--- config.mk ---
export PLATFORM = sky130hd
export DESIGN_NAME = txt_fetch_seq
export DESIGN_NICKNAME = d
export VERILOG_FILES = /design/src/rtl/txt_fetch_pkg.sv /design/src/rtl/txt_group_decoder.sv /design/src/rtl/txt_fixed_slots.sv /design/src/rtl/txt_fetch_seq.sv
export SDC_FILE = /design/constraint.sdc
export NUM_CORES = 1
export LEC_CHECK = 0
export BUFFER_PORTS_ARGS = -buffer_cell sky130_fd_sc_hd__buf_2
export CAP_MARGIN = 0
export CORE_UTILIZATION = 45
export CTS_CLUSTER_DIAMETER = 150
export DETAILED_ROUTE_END_ITERATION = 8
export GPL_TIMING_DRIVEN = 0
export SETUP_SLACK_MARGIN = 0.1
export SKIP_LAST_GASP = 1
export SLEW_MARGIN = 20
export SYNTH_ARGS = -nofsm -noshare
export SYNTH_HDL_FRONTEND = slang
export SYNTH_SLANG_ARGS = --single-unit
--- constraint.sdc ---
create_clock -name clk -period 6.8 [get_ports clk]
set_input_delay 1.36 -clock clk [delete_from_list [all_inputs] [get_ports clk]]
set_output_delay 1.36 -clock clk [all_outputs]
set_load 0.01 [all_outputs]
--- src/rtl/txt_fetch_pkg.sv ---
package txt_fetch_pkg;

  typedef enum logic [2:0] {
    ACC_IDLE    = 3'd0,
    ACC_CPU     = 3'd1,
    ACC_REFRESH = 3'd2,
    ACC_DUMMY   = 3'd3,
    ACC_NAME    = 3'd4,
    ACC_COLOR   = 3'd5,
    ACC_PATTERN = 3'd6
  } acc_e;

  // True when c equals base + step*j for some j in 0..count-1.
  function automatic logic in_run(input int unsigned c, input int unsigned base,
                                  input int unsigned step, input int unsigned count);
    if (c < base) return 1'b0;
    if (((c - base) % step) != 0) return 1'b0;
    return ((c - base) / step) < count;
  endfunction

  // Offset within a periodic train: slot index, or -1 if not on the train.
  function automatic int train_index(input int unsigned rel, input int unsigned first,
                                     input int unsigned step, input int unsigned count);
    if (!in_run(rel, first, step, count)) return -1;
    return int'((rel - first) / step);
  endfunction

endpackage

--- src/rtl/txt_group_decoder.sv ---
module txt_group_decoder
  import txt_fetch_pkg::*;
#(
  parameter int unsigned CW        = 11,
  parameter int unsigned BASE      = 246,
  parameter int unsigned SPAN      = 48,
  parameter int unsigned NGROUPS   = 20,
  parameter int unsigned CHARS     = 4,
  parameter int unsigned NAME_STEP = 4,
  parameter int unsigned COLOR_OFS = 18,
  parameter int unsigned PAT_OFS   = 24,
  parameter int unsigned PAT_STEP  = 6,
  localparam int unsigned GW       = $clog2(NGROUPS),
  localparam int unsigned XW       = $clog2(CHARS)
) (
  input  logic [CW-1:0] cycle_i,
  output logic          name_hit_o,
  output logic          color_hit_o,
  output logic          color_free_o,
  output logic          pat_hit_o,
  output logic [GW-1:0] group_o,
  output logic [XW-1:0] char_o
);

  localparam int unsigned WIN_END = BASE + SPAN * NGROUPS;

  int unsigned c_u;
  int unsigned off;
  int unsigned grp;
  int unsigned rel;
  int          name_idx;
  int          pat_idx;
  logic        in_win;

  always_comb begin
    c_u      = int'(cycle_i);
    in_win   = (c_u >= BASE) && (c_u < WIN_END);
    off      = in_win ? (c_u - BASE) : 0;
    grp      = off / SPAN;
    rel      = off % SPAN;
    name_idx = train_index(rel, 0, NAME_STEP, CHARS);
    pat_idx  = train_index(rel, PAT_OFS, PAT_STEP, CHARS);

    name_hit_o   = in_win && (name_idx >= 0);
    pat_hit_o    = in_win && (pat_idx >= 0);
    color_hit_o  = in_win && (rel == COLOR_OFS) && (grp[0] == 1'b0);
    color_free_o = in_win && (rel == COLOR_OFS) && (grp[0] == 1'b1);

    group_o = in_win ? GW'(grp) : '0;
    if (name_hit_o)      char_o = XW'(name_idx);
    else if (pat_hit_o)  char_o = XW'(pat_idx);
    else                 char_o = '0;
  end

endmodule

--- src/rtl/txt_fixed_slots.sv ---
module txt_fixed_slots
  import txt_fetch_pkg::*;
#(
  parameter int unsigned CW        = 11,
  parameter int unsigned REF_BASE  = 74,
  parameter int unsigned REF_STEP  = 8,
  parameter int unsigned REF_COUNT = 7,
  parameter int unsigned DUM_BASE  = 230,
  parameter int unsigned DUM_STEP  = 8,
  parameter int unsigned DUM_COUNT = 2,
  parameter int unsigned NRUNS     = 5,
  parameter int unsigned RUN_BASE  [NRUNS] = '{2, 166, 1206, 1336, 1346},
  parameter int unsigned RUN_STEP  [NRUNS] = '{8, 8, 8, 8, 8},
  parameter int unsigned RUN_COUNT [NRUNS] = '{9, 8, 16, 1, 3}
) (
  input  logic [CW-1:0] cycle_i,
  output logic          refresh_hit_o,
  output logic          dummy_hit_o,
  output logic          cpu_hit_o
);

  logic [NRUNS-1:0] run_hit;

  for (genvar r = 0; r < NRUNS; r++) begin : g_cpu_run
    always_comb run_hit[r] = in_run(int'(cycle_i), RUN_BASE[r], RUN_STEP[r], RUN_COUNT[r]);
  end

  always_comb begin
    refresh_hit_o = in_run(int'(cycle_i), REF_BASE, REF_STEP, REF_COUNT);
    dummy_hit_o   = in_run(int'(cycle_i), DUM_BASE, DUM_STEP, DUM_COUNT);
    cpu_hit_o     = |run_hit;
  end

endmodule

--- src/rtl/txt_fetch_seq.sv ---
module txt_fetch_seq
  import txt_fetch_pkg::*;
#(
  parameter int unsigned LINE_LEN = 1368,
  parameter int unsigned NGROUPS  = 20,
  parameter int unsigned CHARS    = 4,
  localparam int unsigned CW      = $clog2(LINE_LEN + 1),
  localparam int unsigned GW      = $clog2(NGROUPS),
  localparam int unsigned XW      = $clog2(CHARS)
) (
  input  logic          clk,
  input  logic          rst_n,
  input  logic [CW-1:0] cycle_i,
  input  logic          wide_i,
  output logic [2:0]    acc_type_o,
  output logic          burst_o,
  output logic [GW-1:0] group_o,
  output logic [XW-1:0] char_o,
  output logic          discard_o
);

  // Named decode events, visible to the assertions below.
  logic          name_hit, color_hit, color_free, pat_hit;
  logic          refresh_hit, dummy_hit, cpu_run_hit;
  logic [GW-1:0] dec_group;
  logic [XW-1:0] dec_char;
  logic          in_line;
  logic          upper_char;

  txt_group_decoder #(.CW(CW), .NGROUPS(NGROUPS), .CHARS(CHARS)) u_groups (
    .cycle_i     (cycle_i),
    .name_hit_o  (name_hit),
    .color_hit_o (color_hit),
    .color_free_o(color_free),
    .pat_hit_o   (pat_hit),
    .group_o     (dec_group),
    .char_o      (dec_char)
  );

  txt_fixed_slots #(.CW(CW)) u_fixed (
    .cycle_i      (cycle_i),
    .refresh_hit_o(refresh_hit),
    .dummy_hit_o  (dummy_hit),
    .cpu_hit_o    (cpu_run_hit)
  );

  acc_e          nxt_type;
  logic          nxt_burst, nxt_disc;
  logic [GW-1:0] nxt_grp;
  logic [XW-1:0] nxt_chr;

  always_comb begin
    in_line    = int'(cycle_i) < LINE_LEN;
    upper_char = dec_char >= XW'(CHARS / 2);
    nxt_type   = ACC_IDLE;
    nxt_burst  = 1'b0;
    nxt_grp    = '0;
    nxt_chr    = '0;
    nxt_disc   = 1'b0;
    if (in_line) begin
      if (name_hit) begin
        nxt_type  = ACC_NAME;
        nxt_burst = 1'b1;
        nxt_grp   = dec_group;
        nxt_chr   = dec_char;
        nxt_disc  = !wide_i && upper_char;
      end else if (color_hit) begin
        nxt_type = ACC_COLOR;
        nxt_grp  = dec_group;
        nxt_disc = !wide_i;
      end else if (pat_hit) begin
        nxt_type = ACC_PATTERN;
        nxt_grp  = dec_group;
        nxt_chr  = dec_char;
        nxt_disc = !wide_i && upper_char;
      end else if (refresh_hit) begin
        nxt_type = ACC_REFRESH;
      end else if (dummy_hit) begin
        nxt_type = ACC_DUMMY;
        nxt_disc = 1'b1;
      end else if (cpu_run_hit || color_free) begin
        nxt_type = ACC_CPU;
      end
    end
  end

  logic wide_q;

  always_ff @(posedge clk) begin
    if (!rst_n) begin
      acc_type_o <= ACC_IDLE;
      burst_o    <= 1'b0;
      group_o    <= '0;
      char_o     <= '0;
      discard_o  <= 1'b0;
      wide_q     <= 1'b1;
    end else begin
      acc_type_o <= nxt_type;
      burst_o    <= nxt_burst;
      group_o    <= nxt_grp;
      char_o     <= nxt_chr;
      discard_o  <= nxt_disc;
      wide_q     <= wide_i;
    end
  end

  // the decoders never claim the same cycle twice.
  a_r9_single_source: assert property (@(posedge clk) disable iff (!rst_n)
    $onehot0({name_hit, color_hit, color_free, pat_hit, refresh_hit, dummy_hit, cpu_run_hit}));

  a_r3_burst_only_name: assert property (@(posedge clk) disable iff (!rst_n)
    burst_o |-> acc_type_o == ACC_NAME);

  a_r3_name_is_burst: assert property (@(posedge clk) disable iff (!rst_n)
    acc_type_o == ACC_NAME |-> burst_o);

  a_r4_color_even_group: assert property (@(posedge clk) disable iff (!rst_n)
    acc_type_o == ACC_COLOR |-> !group_o[0]);

  a_r7_dummy_discard: assert property (@(posedge clk) disable iff (!rst_n)
    acc_type_o == ACC_DUMMY |-> discard_o);

  a_r10_wide_clean: assert property (@(posedge clk) disable iff (!rst_n)
    (wide_q && acc_type_o != ACC_DUMMY) |-> !discard_o);

  a_r2_refresh_latency: assert property (@(posedge clk) disable iff (!rst_n)
    refresh_hit && in_line |=> acc_type_o == ACC_REFRESH);

endmodule

==> results_dict.tcl <==
set metrics [dict create \
    multi_input_area_um2 2360 \
    ys_seq_area_frac 0.0872 \
    startpoint_type "input pin" \
    core_um2 5920 \
    p_leak_uw 0.00115 \
    p_switching_uw 198 \
    swShare 0.468 \
    layout.nets 462 \
    slew_violations 0 \
    tightest_slew_ns 0.908 \
    critPathCaptureType "register" \
    syn_nets 427 \
    viasPerCell 6.53 \
    period_needed_ns 6.43 \
    worstPathArrival_ns 6.55 \
    synth-seq-cells 12 \
    drt_iter0_drc 235 \
    numCtsBuffers 3 \
    die_h_um 80.3 \
    grt_max_degree 12 \
    diodes 0 \
    status "completed" \
    ys.flop_type "dfxtp_1" \
    finalWirelength_mm 8.62 \
    relSlewSlack 0.390 \
    synth-xor-area-share 0.0572 \
    dr.pass1.iters 5 \
    p_seq_frac 0.170 \
    ant_nets 0 \
    synth_top_family_by_area "compound AO/OA/AOI/OAI gates" \
    period_share 0.945 \
    seq_area_um2 240 \
    stdcell_count 513 \
    vias 3349 \
    drive_gt1_frac 0.185 \
    clkPwrFrac 0.173 \
    synth_area_um2 2760 \
    ir_drop_v 0.000127 \
    io_pins 26 \
    cts.clk_slew.worst_paths_ns 0.05 \
    io_buffers 21 \
    cts_buffer_depth 2 \
    area_growth_pct 15.0 \
    critPathKind "input pin to register" \
    cts-root-buf "clkbuf_8" \
    synth-adder-area-share 0.0409 \
    hold_viol_final 0 \
    utilization 0.535 \
    synth.distinct_cells 80 \
    synth_edf_count 0 \
    grt-ovfl-total 0 \
    die-area_um2 6440 \
    synth_cells 404 \
    power_frac_comb 0.656 \
    hp-class "input pin to register" \
    internal-power_uw 225 \
    htree_levels 1 \
    syn_avg_cell_area_um2 6.82 \
    cts_tree "done" \
    worstPathRequired_ns 6.92 \
    wl_per_cell_um 16.8 \
    grt_antenna_before_repair 0 \
    grt_pass1_wl_mm 14.0 \
    synthMuxAreaShare 0.0218 \
    fp.dieW_um 80.3 \
    synthArstFlopShare 0 \
    cap_violations 0 \
    ys_warn_count 0 \
    setup_total_negative_slack_ns 0 \
    fmax_ghz 0.156 \
    dp_cells 500 \
    start_util 0.466 \
    gp_congestion 0.914 \
    crit_fanout 10 \
    dp_hpwl_mm 6.39 \
    rsz0062_at_grt "no" \
    clock-sinks 12 \
    synth_compound_area_frac 0.382 \
    synth_simple_gate_area_frac 0.323 \
    drc 0 \
    grt_pass1_vias 2810 \
    power_per_cell_area_nw_per_um2 134 \
    row_count 28 \
    grt_use_total 0.267 \
    nFillCells 593 \
    setup-violations-final 0 \
]
## power groups by stage
stage                     combinational (uW)  sequential (uW)  clock (uW)
after detailed placement                 256             73.5           0
after CTS                                262             72.2        74.9
final                                    278             72.2        73.5
after global placement                   254             73.5           0
after global routing                     304             72.2        77.9
after floorplan                          200             74.4           0
## area by class of cell
type | count | area share
multi-input combinational | 344 | 0.744
buffer | 36 | 0.0632
tap | 75 | 0.0296
clock buffer | 4 | 0.0174
timing repair buffer | 30 | 0.0545
inverter | 12 | 0.0154
sequential | 12 | 0.0758
## final timing paths
path / from / to / slack (ns) / depth (start not counted)
max: cycle_i[3] / acc_type_o[0] / 0.37 / 22
min: wide_i / discard_o / 1.46 / 4
## cells by family after synthesis
group | after synthesis
compound gates | 138
xor+xnor | 18
fa+ha+maj | 9
buf+inv | 48
flops | 12
mux | 6
simple gates | 173
## metrics by stage
stage / power [uW] / area [um2] / hold WS, ns / setup WS [ns]
global route: 454 / 3170 / 1.50 / 0.148
finish: 424 / 3170 / 1.46 / 0.371
floorplan: 274 / 2760 / 1.57 / 0.432
global placement: 328 / 2960 / 1.71 / -0.489
detailed placement: 330 / 2960 / 1.70 / -0.488
CTS: 409 / 3050 / 1.46 / 0.119
## per-layer routing
metal / global-route usage / share of wire / vias to the layer above
met2: 0.417 / 0.45 / 152
met4: 0.0321 / 0.0020 / 0
met5: 0 / 0 / -
met3: 0.0216 / 0.078 / 4
li1: - / - / 1618
met1: 0.403 / 0.47 / 1575
## registers in the layout, indices dropped and copies added (netlist names)
register and flops:
burst_o 1, acc_type_o 3, group_o 5, char_o 2
discard_o 1
## timing repair
item | CTS | global route
cloned | 0 | 0
setup endpoints to repair | 11 | 11
hold endpoints to repair | 0 | 0
hold buffers | 0 | 0
resized for setup | 5 | 13
buffers inserted | 0 | 9
pin swaps | 1 | 7
## cell usage in the layout, fill, tap and decap left out, types with 9 or more instances in the layout
cell type	instances
a21oi_1	29
nand4_1	9
nand2_1	35
nand3_1	11
nor3_1	24
o21ai_0	12
clkbuf_1	13
buf_4	14
nor2_1	42
buf_2	30
dfxtp_1	12
a31oi_1	10
xnor2_1	11
inv_1	10
a211oi_1	9
## critical path: stages
cell and delay, ns:
buf_2 0.13, buf_6 0.15, a21oi_2 0.38, nor2_1 0.20
a211oi_1 0.42, or2_0 0.17, buf_4 0.17, mux2i_1 0.15
o2bb2ai_2 0.21, a21oi_1 0.12, nor4_4 0.37, xnor2_2 0.20
ha_1 0.30, buf_2 0.18, or3_1 0.38, a221o_1 0.31
o2111a_2 0.20, inv_1 0.07, ha_1 0.25, a2111oi_4 0.40
o21ai_4 0.15, a32o_1 0.27
## Yosys cell counts, types with 5 or more instances
library cell | count | area [um2]
nor3_1 | 24 | 120
a32oi_1 | 5 | 43.8
nor2_1 | 43 | 161
a31oi_1 | 11 | 68.8
nor2b_1 | 6 | 37.5
xor2_1 | 5 | 43.8
buf_2 | 10 | 50.1
ha_1 | 9 | 113
clkbuf_1 | 14 | 52.6
a21oi_1 | 29 | 145
nor4_1 | 8 | 50.1
mux2i_1 | 6 | 60.1
nand2_1 | 35 | 131
a211oi_1 | 10 | 75.1
dfxtp_1 | 12 | 240
o31ai_1 | 5 | 37.5
nand3_1 | 11 | 55.1
inv_1 | 11 | 41.3
buf_4 | 5 | 37.5
or3_1 | 8 | 50.1
nand4_1 | 9 | 56.3
o21ai_0 | 13 | 65.1
xnor2_1 | 13 | 114
Power figures use the tool's default switching activity.
